===== src/rtl/rx_pkg.sv =====
package rx_pkg;

  typedef enum logic [2:0] {
    ST_IDLE,
    ST_START,
    ST_DATA,
    ST_PARITY,
    ST_STOP
  } rxState_t;

  // Strobes from the control to the datapath, valid for one clock.
  typedef struct packed {
    logic clearFrame;
    logic shiftData;
    logic takeParity;
    logic takeStop;
  } rxStrobes_t;

endpackage


===== src/rtl/rx_sync.sv =====
module rx_sync #(
  parameter int STAGES = 2
) (
  input  logic clk,
  input  logic rstN,
  input  logic din,
  output logic dout
);

  logic [STAGES-1:0] stages;

  generate
    if (STAGES == 1) begin : g_single
      always_ff @(posedge clk or negedge rstN) begin
        if (!rstN) stages <= '1;
        else       stages <= din;
      end
    end else begin : g_chain
      always_ff @(posedge clk or negedge rstN) begin
        if (!rstN) stages <= '1;
        else       stages <= {stages[STAGES-2:0], din};
      end
    end
  endgenerate

  assign dout = stages[STAGES-1];

endmodule


===== src/rtl/rx_ctrl.sv =====
module rx_ctrl
  import rx_pkg::*;
#(
  parameter int DATA_BITS  = 8,
  parameter int OVERSAMPLE = 16
) (
  input  logic       clk,
  input  logic       rstN,
  input  logic       tick,
  input  logic       enable,
  input  logic       parityOn,
  input  logic       line,
  output rxStrobes_t strobes
);

  localparam int CNT_W = $clog2(OVERSAMPLE);
  localparam int BIT_W = (DATA_BITS > 1) ? $clog2(DATA_BITS) : 1;
  localparam int HALF  = OVERSAMPLE / 2;

  rxState_t         state;
  logic [CNT_W-1:0] tickCnt;
  logic [BIT_W-1:0] bitCnt;
  logic             fullBit;
  logic             halfBit;

  assign fullBit = (tickCnt == CNT_W'(OVERSAMPLE - 1));
  assign halfBit = (tickCnt == CNT_W'(HALF - 1));

  always_comb begin
    strobes = '0;
    if (enable && tick) begin
      case (state)
        ST_IDLE:   strobes.clearFrame = !line;
        ST_DATA:   strobes.shiftData  = fullBit;
        ST_PARITY: strobes.takeParity = fullBit;
        ST_STOP:   strobes.takeStop   = fullBit;
        default:   strobes = '0;
      endcase
    end
  end

  always_ff @(posedge clk or negedge rstN) begin
    if (!rstN) begin
      state   <= ST_IDLE;
      tickCnt <= '0;
      bitCnt  <= '0;
    end else if (!enable) begin
      state   <= ST_IDLE;
      tickCnt <= '0;
      bitCnt  <= '0;
    end else if (tick) begin
      case (state)
        ST_IDLE: begin
          tickCnt <= '0;
          bitCnt  <= '0;
          if (!line) state <= ST_START;
        end
        ST_START: begin
          if (halfBit) begin
            tickCnt <= '0;
            state   <= line ? ST_IDLE : ST_DATA;
          end else begin
            tickCnt <= tickCnt + 1'b1;
          end
        end
        ST_DATA: begin
          if (fullBit) begin
            tickCnt <= '0;
            if (bitCnt == BIT_W'(DATA_BITS - 1)) begin
              bitCnt <= '0;
              state  <= parityOn ? ST_PARITY : ST_STOP;
            end else begin
              bitCnt <= bitCnt + 1'b1;
            end
          end else begin
            tickCnt <= tickCnt + 1'b1;
          end
        end
        ST_PARITY: begin
          if (fullBit) begin
            tickCnt <= '0;
            state   <= ST_STOP;
          end else begin
            tickCnt <= tickCnt + 1'b1;
          end
        end
        ST_STOP: begin
          if (fullBit) begin
            tickCnt <= '0;
            state   <= ST_IDLE;
          end else begin
            tickCnt <= tickCnt + 1'b1;
          end
        end
        default: state <= ST_IDLE;
      endcase
    end
  end

  // a disabled receiver issues no strobes from the next clock on
  assert_idle_when_off_R8 : assert property (@(posedge clk) disable iff (!rstN)
    !enable |=> (strobes == '0));

  // the data phase is entered only from a start bit still low at mid-bit
  assert_start_confirmed_R2 : assert property (@(posedge clk) disable iff (!rstN)
    (state == ST_DATA) && ($past(state) == ST_START) |-> !$past(line));

endmodule


===== src/rtl/rx_datapath.sv =====
module rx_datapath
  import rx_pkg::*;
#(
  parameter int DATA_BITS = 8
) (
  input  logic                 clk,
  input  logic                 rstN,
  input  logic                 line,
  input  logic                 parityOn,
  input  logic                 parityOdd,
  input  rxStrobes_t           strobes,
  output logic [DATA_BITS-1:0] rxData,
  output logic                 rxValid,
  output logic                 parityErr,
  output logic                 frameErr
);

  logic [DATA_BITS-1:0] shiftReg;
  logic                 parityBit;
  logic                 parityMiss;

  assign parityMiss = parityOn && (parityBit != ((^shiftReg) ^ parityOdd));

  always_ff @(posedge clk or negedge rstN) begin
    if (!rstN) begin
      shiftReg  <= '0;
      parityBit <= 1'b0;
      rxData    <= '0;
      rxValid   <= 1'b0;
      parityErr <= 1'b0;
      frameErr  <= 1'b0;
    end else begin
      rxValid   <= 1'b0;
      parityErr <= 1'b0;
      frameErr  <= 1'b0;
      if (strobes.clearFrame) begin
        shiftReg  <= '0;
        parityBit <= 1'b0;
      end
      if (strobes.shiftData) begin
        shiftReg <= {line, shiftReg[DATA_BITS-1:1]};
      end
      if (strobes.takeParity) begin
        parityBit <= line;
      end
      if (strobes.takeStop) begin
        frameErr  <= !line;
        parityErr <= parityMiss;
        if (line && !parityMiss) begin
          rxValid <= 1'b1;
          rxData  <= shiftReg;
        end
      end
    end
  end

  // a delivered byte never comes with an error pulse
  assert_valid_clean_R4 : assert property (@(posedge clk) disable iff (!rstN)
    rxValid |-> !frameErr && !parityErr);

  // frame errors are single-cycle pulses
  assert_frame_pulse_R5 : assert property (@(posedge clk) disable iff (!rstN)
    frameErr |=> !frameErr);

  // the output byte only changes together with the valid strobe
  assert_data_hold_R3 : assert property (@(posedge clk) disable iff (!rstN)
    !$stable(rxData) |-> rxValid);

endmodule


===== src/rtl/rx_break.sv =====
module rx_break #(
  parameter int DATA_BITS  = 8,
  parameter int OVERSAMPLE = 16,
  parameter int LEVEL_BITS = 2
) (
  input  logic                  clk,
  input  logic                  rstN,
  input  logic                  tick,
  input  logic                  enable,
  input  logic                  parityOn,
  input  logic [LEVEL_BITS-1:0] level,
  input  logic                  line,
  output logic                  breakPulse,
  output logic                  breakActive
);

  localparam int BASE_BITS = DATA_BITS + 2;
  localparam int MAX_MUL   = 2 << ((1 << LEVEL_BITS) - 1);
  localparam int MAX_THR   = (BASE_BITS + 1) * OVERSAMPLE * MAX_MUL;
  localparam int CNT_W     = $clog2(MAX_THR + 2);
  localparam int HALF      = OVERSAMPLE / 2;
  localparam int HCNT_W    = $clog2(HALF + 1);

  logic [CNT_W-1:0]  charTicks;
  logic [CNT_W-1:0]  threshold;
  logic [CNT_W-1:0]  lowCnt;
  logic [HCNT_W-1:0] highCnt;
  logic [LEVEL_BITS:0] shiftAmt;

  always_comb begin
    charTicks = parityOn ? CNT_W'((BASE_BITS + 1) * OVERSAMPLE)
                         : CNT_W'(BASE_BITS * OVERSAMPLE);
    shiftAmt  = {1'b0, level} + 1'b1;
    threshold = charTicks << shiftAmt;
  end

  always_ff @(posedge clk or negedge rstN) begin
    if (!rstN) begin
      lowCnt      <= '0;
      highCnt     <= '0;
      breakPulse  <= 1'b0;
      breakActive <= 1'b0;
    end else begin
      breakPulse <= 1'b0;
      if (!enable) begin
        lowCnt      <= '0;
        highCnt     <= '0;
        breakActive <= 1'b0;
      end else if (tick) begin
        if (!line) begin
          highCnt <= '0;
          if (lowCnt < threshold) begin
            lowCnt <= lowCnt + 1'b1;
          end else if (!breakActive) begin
            breakPulse  <= 1'b1;
            breakActive <= 1'b1;
          end
        end else begin
          lowCnt <= '0;
          if (breakActive) begin
            if (highCnt == HCNT_W'(HALF - 1)) begin
              highCnt     <= '0;
              breakActive <= 1'b0;
            end else begin
              highCnt <= highCnt + 1'b1;
            end
          end else begin
            highCnt <= '0;
          end
        end
      end
    end
  end

  // a pulse only opens a new break
  assert_single_pulse_R7 : assert property (@(posedge clk) disable iff (!rstN)
    breakPulse |-> breakActive && !$past(breakActive));

  // an enabled break status ends only on a high line
  assert_rearm_high_R7 : assert property (@(posedge clk) disable iff (!rstN)
    $fell(breakActive) && $past(enable) |-> $past(line));

  // disabled detector is quiet
  assert_break_off_R8 : assert property (@(posedge clk) disable iff (!rstN)
    !enable |=> !breakPulse && !breakActive);

endmodule


===== src/rtl/oversample_rx.sv =====
module oversample_rx
  import rx_pkg::*;
#(
  parameter int DATA_BITS   = 8,
  parameter int OVERSAMPLE  = 16,
  parameter int SYNC_STAGES = 2,
  parameter int LEVEL_BITS  = 2
) (
  input  logic                  clk,
  input  logic                  rstN,
  input  logic                  tick16,
  input  logic                  rxEnable,
  input  logic                  parityEnable,
  input  logic                  parityOdd,
  input  logic [LEVEL_BITS-1:0] breakLevel,
  input  logic                  serialIn,
  output logic [DATA_BITS-1:0]  rxData,
  output logic                  rxValid,
  output logic                  parityErr,
  output logic                  frameErr,
  output logic                  breakPulse,
  output logic                  breakActive
);

  logic       lineSync;
  rxStrobes_t strobes;

  rx_sync #(.STAGES(SYNC_STAGES)) u_sync (
    .clk (clk),
    .rstN(rstN),
    .din (serialIn),
    .dout(lineSync)
  );

  rx_ctrl #(.DATA_BITS(DATA_BITS), .OVERSAMPLE(OVERSAMPLE)) u_ctrl (
    .clk     (clk),
    .rstN    (rstN),
    .tick    (tick16),
    .enable  (rxEnable),
    .parityOn(parityEnable),
    .line    (lineSync),
    .strobes (strobes)
  );

  rx_datapath #(.DATA_BITS(DATA_BITS)) u_data (
    .clk      (clk),
    .rstN     (rstN),
    .line     (lineSync),
    .parityOn (parityEnable),
    .parityOdd(parityOdd),
    .strobes  (strobes),
    .rxData   (rxData),
    .rxValid  (rxValid),
    .parityErr(parityErr),
    .frameErr (frameErr)
  );

  rx_break #(.DATA_BITS(DATA_BITS), .OVERSAMPLE(OVERSAMPLE), .LEVEL_BITS(LEVEL_BITS)) u_break (
    .clk        (clk),
    .rstN       (rstN),
    .tick       (tick16),
    .enable     (rxEnable),
    .parityOn   (parityEnable),
    .level      (breakLevel),
    .line       (lineSync),
    .breakPulse (breakPulse),
    .breakActive(breakActive)
  );

endmodule


===== config.mk =====
export PLATFORM = sky130hd
export DESIGN_NAME = oversample_rx
export DESIGN_NICKNAME = d
export VERILOG_FILES = /design/src/rtl/rx_pkg.sv /design/src/rtl/rx_sync.sv /design/src/rtl/rx_ctrl.sv /design/src/rtl/rx_datapath.sv /design/src/rtl/rx_break.sv /design/src/rtl/oversample_rx.sv
export SDC_FILE = /design/constraint.sdc
export NUM_CORES = 1
export LEC_CHECK = 0
export BUFFER_PORTS_ARGS = -buffer_cell sky130_fd_sc_hd__clkbuf_2
export CORE_ASPECT_RATIO = 2
export CORE_UTILIZATION = 25
export DETAILED_ROUTE_END_ITERATION = 10
export PLACE_DENSITY = 0.44
export SETUP_SLACK_MARGIN = 0.5
export SYNTH_ARGS = -nofsm -noshare
export SYNTH_HDL_FRONTEND = slang
export SYNTH_HIERARCHICAL = 1
export SYNTH_SLANG_ARGS = --single-unit
export TNS_END_PERCENT = 1

===== constraint.sdc =====
create_clock -name clk -period 2.6 [get_ports clk]
set_input_delay 0.26 -clock clk [delete_from_list [all_inputs] [get_ports clk]]
set_output_delay 0.26 -clock clk [all_outputs]
set_load 0.02 [all_outputs]

# [Word-level counts from Yosys, hierarchy flattened]
# Index checks and enable logic that the tools add are counted.
[word_totals] ff_bits=50 latch_bits=0 ram_bits=0 mem_bits_ro=0 input_bits=9 memories=0
[classes] n_addsub=5 n_mul=0 div_mod_pow=0 magnitude_cmp=1 n_eq_ne=20 n_shift=1 n_mux=55 n_bitwise=1 n_reduce_logical=16
[ops] operator="$mux W12" n=4
[ops] operator="$mux W4" n=10
[ops] operator="$mux W3" n=13
[ops] operator="$mux W1" n=21
[ops] operator="$mux W8" n=2
[ops] operator="$ne A3 B2 Y1 const B" n=5
[ops] operator="$pmux W3 S5" n=1
[ops] operator="$add A12 B1 Y12 const B" n=1
[ops] operator="$lt A12 B12 Y1" n=1
[ops] operator="$pmux W4 S3" n=1
[ops] operator="$shl A12 B3 Y12" n=1
[ops] operator="$add A4 B1 Y4 const B" n=2
[ops] operator="$eq A4 B3 Y1 const B" n=2
[ops] operator="$reduce_and A2 Y1" n=4
[ops] operator="$reduce_xor A8 Y1" n=1
[ops] operator="$reduce_and A7 Y1" n=1
[ops] operator="$eq A3 B2 Y1 const B" n=2
[ops] operator="$eq A3 B3 Y1 const B" n=2
[ops] operator="$ne A3 B1 Y1 const B" n=2
[ops] operator="$ne A3 B3 Y1 const B" n=2
[ops] operator="$pmux W3 S2" n=1
[ops] operator="$mux W5" n=1
[ops] operator="$eq A4 B4 Y1 const B" n=1
[ops] operator="$ne A4 B2 Y1 const B" n=1
[ops] operator="13 further kinds" n=17

# [Logic depth before layout (Yosys ltp)]
[depth] ltp_word=8 ltp_mapped=11

# [Modules after synthesis]
# The synthesis kept the hierarchy.
[by_module_without_submodules] module="rx_break" instances=1 cells_per_inst=160 area_each_um2=1367.6 seq_area_each_um2=450.4
[by_module_without_submodules] module="rx_datapath" instances=1 cells_per_inst=62 area_each_um2=839.6 seq_area_each_um2=500.5
[by_module_without_submodules] module="rx_ctrl" instances=1 cells_per_inst=95 area_each_um2=780.7 seq_area_each_um2=250.2
[by_module_without_submodules] module="rx_sync" instances=1 cells_per_inst=2 area_each_um2=52.6 seq_area_each_um2=52.6

# [Worst setup path after synthesis]
# No wires, ideal clock.
[synth_timing] path_type="input port to flip-flop" from="input port breakLevel[0]" to="register u_break.lowCnt[11]" setup_ns=0.084 t_arrival_ns=2.588 t_required_ns=2.516 slack_ns=-0.071 path_stages=11 n_path_buf=1 cell_sequence="inv_1 > ha_1 > mux2i_1 > nand2b_1 > ha_1 > a211oi_2 > a211oi_1 > or3_1 > clkbuf_2 > or4_1 > a31oi_1"
[synth_via] elab_chain_len=5
[synth_rtl] element="start: declaration" line="oversample_rx.sv:15" source="input logic [LEVEL_BITS-1:0] breakLevel,"
[synth_rtl] element="$add A2 B1 Y3" line="rx_break.sv:33" source="shiftAmt = {1'b0, level} + 1'b1;"
[synth_rtl] element="$shl A12 B3 Y12" line="rx_break.sv:34" source="threshold = charTicks << shiftAmt;"
[synth_rtl] element="$lt A12 B12 Y1" line="rx_break.sv:52" source="if (lowCnt < threshold) begin"
[synth_rtl] element="$ne A3 B1 Y1 (no source line)"
[synth_rtl] element="$reduce_and A2 Y1 (no source line)"
[synth_rtl] element="end signal: assignment" line="rx_break.sv:53" source="lowCnt <= lowCnt + 1'b1;"
[synth_rtl] element="end: declaration" line="rx_break.sv:26" source="logic [CNT_W-1:0] lowCnt;"
# Every way passes these cells.
# A chain may end at the register's enable or synchronous reset.

# [Worst setup path in the final report]
# Same ends and word-level chain as after synthesis.

==> qor.yml <==
detailed_routing:
  wire_per_inst_um: 15.8
  viasPerCell: 5.04
  drtIter0Drc: 156
  drc_errors: 0
  num_vias: 2533
  ant_nets: 0
  drt_wl_total_um: 7940
  first_pass_iters: 4
hold_path:
  whs_path_depth: 1
  min-delay-path-class: "input port to register"
  hp-start: "serialIn"
  hold_end: "u_sync/stages[0]"
layout:
  drive_gt1_share_pct: 23.2
  diodes: 0
  finalNetCount: 383
  layout.cells.non_filler: 503
  fin_util_pct: 31.0
  area_growth_pct: 19.9
sta:
  whs_ns: 0.0405
  finalMaxSlewViolations: 0
  finalHoldViolCount: 0
  slew_headroom_pct: 55.4
  final_min_period_over_clock_period_pct: 88.6
  worst_pin_slew_ns: 0.669
  final.min_clock_period_ns: 2.30
  finalClockSkew_ns: 0.00648
  rsz0062_at_grt: "true"
  setup_ws_ns: 0.297
  setup_viol: 0
  fmax_mhz: 434
synth:
  synth_xor_area_share_pct: 3.58
  ys.flop_type: "dfrtp_1"
  netlist_instances: 319
  async_reset_ff_share_pct: 100
  synthTopCellsByArea: "dfrtp_1 40%, ha_1 6.6%, nand2_1 4.1%"
  synth_fa_ha_area_share_pct: 6.58
  yosysUniqueCellTypes: 68
  synth.net_count: 344
  synth_mux_area_share_pct: 3.95
  yosysMostFrequentCell: "dfrtp_1"
  synth.cell_area_um2: 3040
  synth_compound_area_share_pct: 19.5
  synth_top_area_share_pct: 39.5
  synth-simple-area-share_pct: 21.1
  post-synth-top-area-cell: "dfrtp_1"
  ys_warn_count: 6
  syn_area_per_cell_um2: 9.53
  ys_seq_elements: 50
  synth_seq_area_share_pct: 41.2
  synth_top_family_by_area: "simple AND/OR/NAND/NOR gates"
  synth_edf_count: 0
  synth_commonest_cells: "48 x dfrtp_1, 33 x nand2_1, 22 x o21ai_0"
floorplanning:
  pin_count: 22
  fp.dieH_um: 158
  core.rowCount: 56
  core_um2: 11800
  die_area_um2: 12600
  start_util_pct: 25.8
  die_x_um: 80.0
worst_setup_path:
  critPathSlowestCell: "or3_4"
  required_ns: 2.82
  worstPathMaxFanout: 7
  cp_num_buf_inv: 2
  r2r-start: "u_break/lowCnt[9]"
  r2r-end: "u_break/lowCnt[6]"
  end_kind: "register"
  reg2regPathDepth: 8
  cp-start-kind: "input port"
  crit_chain: "clkbuf_8, inv_12, ha_4, mux2i_1, nand2b_1, ha_4, a211oi_2, a211oi_2, or3_4, or4_1, a31oi_1"
  crit_family: "simple AND/OR/NAND/NOR gates"
  crit_type: "input port to register"
  crit_arrival_ns: 2.52
  max_stage_delay_ns: 0.43
  reg2reg_slack_ns: 0.43
global_route:
  grt_max_degree: 51
  track_usage_pct: 14.0
  grt-ovfl-total: 0
  grt_pass1_wl_um: 13300
  grt_antenna_before_repair: 0
  grt_pass1_vias: 2569
clock_tree:
  clkTransAtPathRegs_ns: 0.07
  worstSkewPairLatency_ns: 0.29
  ctsHtreeMaxLevel: 2
  numCtsBuffers: 5
  clockBufferDepth: 2
  cts_setup_buffers: 0
  cts_tree: "done"
  clock-sinks: 50
  ctsHoldBuffers: 0
  cts-root-buf: "clkbuf_16"
run_status:
  status: "finished, final reports clean"
place:
  dpl_worst_slack_ns: -0.213
  portBuffers: 21
  dp_hpwl_um: 5970
  place_congestion: 0.776
  dp.cells: 496
power:
  design_power_total_uw: 1640
  leakagePower_uw: 0.00164
  p_per_area_nw_per_um2: 449
  ir_drop_v: 0.000314
job:
  drv_cap: 0
==> worst max path at each step <==
| stage | from | to | depth (start not counted) |
|---|---|---|---|
| final | breakLevel[0] | u_break/lowCnt[11] | 11 |
| after CTS | breakLevel[0] | u_break/lowCnt[11] | 11 |
| after global routing | breakLevel[0] | u_break/lowCnt[11] | 11 |
| after floorplan | breakLevel[0] | u_break/lowCnt[11] | 11 |
| after global placement | breakLevel[0] | u_break/lowCnt[3] | 11 |
| after detailed placement | breakLevel[0] | u_break/lowCnt[11] | 11 |
==> through the flow <==
step                      TNS, ns  instance area, µm²
after floorplan                 0                3080
after global placement      -1.02                3470
after detailed placement    -1.21                3470
after CTS                       0                3640
after global routing            0                3650
final                           0                3650
==> worst register-to-register path, cell delays in order, from the launching register on <==
cell and delay (ns):
dfrtp_1 0.44, ha_1 0.33, a211oi_2 0.24, nor2_1 0.10
buf_4 0.15, nor4_4 0.27, buf_4 0.19, a311oi_1 0.09
o31a_1 0.25
==> final cells by class <==
cell class,instances,area [µm²]
well taps,145,181
multi-input cells,241,1710
clock inverters,2,13.8
repair buffers,45,294
clock buffers,5,125
fillers,1238,8130
flip-flops and latches,50,1250
inverters,15,68.8
==> power breakdown <==
group | switching, µW | internal (µW)
clock network | 297 | 354
logic | 111 | 72.1
registers | 15.6 | 787
total | 423 | 1210
==> cells by family (layout without fill, tap and decap cells) <==
logic type / Yosys count / count (layout)
muxes: 11 / 11
buffers and inverters: 28 / 67
xor gates and xnor gates: 10 / 10
DFF: 50 / 50
and+or+nand+nor: 123 / 123
AOI/OAI and AO/OA: 81 / 81
adders and majority gates: 16 / 16
==> flip-flops by register name, indices dropped and copies added, names as in the netlist <==
register	count
u_data/shiftReg	8
u_break/breakPulse	1
u_data/rxData	8
u_data/parityBit	1
u_sync/stages	2
u_data/rxValid	1
u_ctrl/bitCnt	3
u_break/breakActive	1
u_break/highCnt	4
u_ctrl/state	3
u_data/parityErr	1
u_ctrl/tickCnt	4
u_break/lowCnt	12
u_data/frameErr	1
==> placed cells by master, fill, tap and decap left out, types with 3 or more instances in the layout <==
| cell | netlist | final |
|---|---|---|
| nor4_1 | 6 | 6 |
| nand2_1 | 33 | 33 |
| inv_1 | 14 | 13 |
| and2_1 | 5 | 5 |
| buf_4 | 0 | 24 |
| nor3_1 | 11 | 11 |
| a31oi_1 | 5 | 5 |
| nor2_1 | 21 | 21 |
| nor2b_1 | 5 | 4 |
| clkbuf_16 | 0 | 5 |
| dfrtp_1 | 48 | 48 |
| nand3_1 | 14 | 14 |
| a311oi_1 | 4 | 4 |
| a21o_1 | 3 | 3 |
| o211ai_1 | 3 | 3 |
| a22o_1 | 3 | 3 |
| xnor2_1 | 6 | 6 |
| a21oi_1 | 5 | 5 |
| clkbuf_2 | 1 | 20 |
| nand4_1 | 4 | 4 |
| o21ai_0 | 22 | 22 |
| a211oi_2 | 2 | 3 |
| nand2b_1 | 6 | 6 |
| mux2_2 | 8 | 8 |
| o31a_1 | 5 | 5 |
| and3_1 | 4 | 4 |
| ha_1 | 16 | 14 |
| and4_1 | 3 | 3 |
| mux2i_1 | 3 | 3 |
| o21ai_1 | 3 | 3 |
| a211o_1 | 3 | 3 |
==> routing by layer <==
| metal | up-vias | track usage [%] | wire length [µm] |
|---|---|---|---|
| met1 | 1256 | 13.9 | 2960 |
| met3 | 5 | 1.84 | 127 |
| met5 | - | 0 | 0 |
| met2 | 29 | 28.2 | 4710 |
| met4 | 0 | 5.36 | 140 |
| li1 | 1243 | - | - |
==> timing repair <==
item / 4_1_cts / 5_1_grt
endpoints found under the hold margin: 0 / 0
gates resized for setup: 5 / 1
pin swaps: 5 / 5
setup endpoints to repair: 21 / 22
No activity file was read; power rests on OpenSTA's default activity.
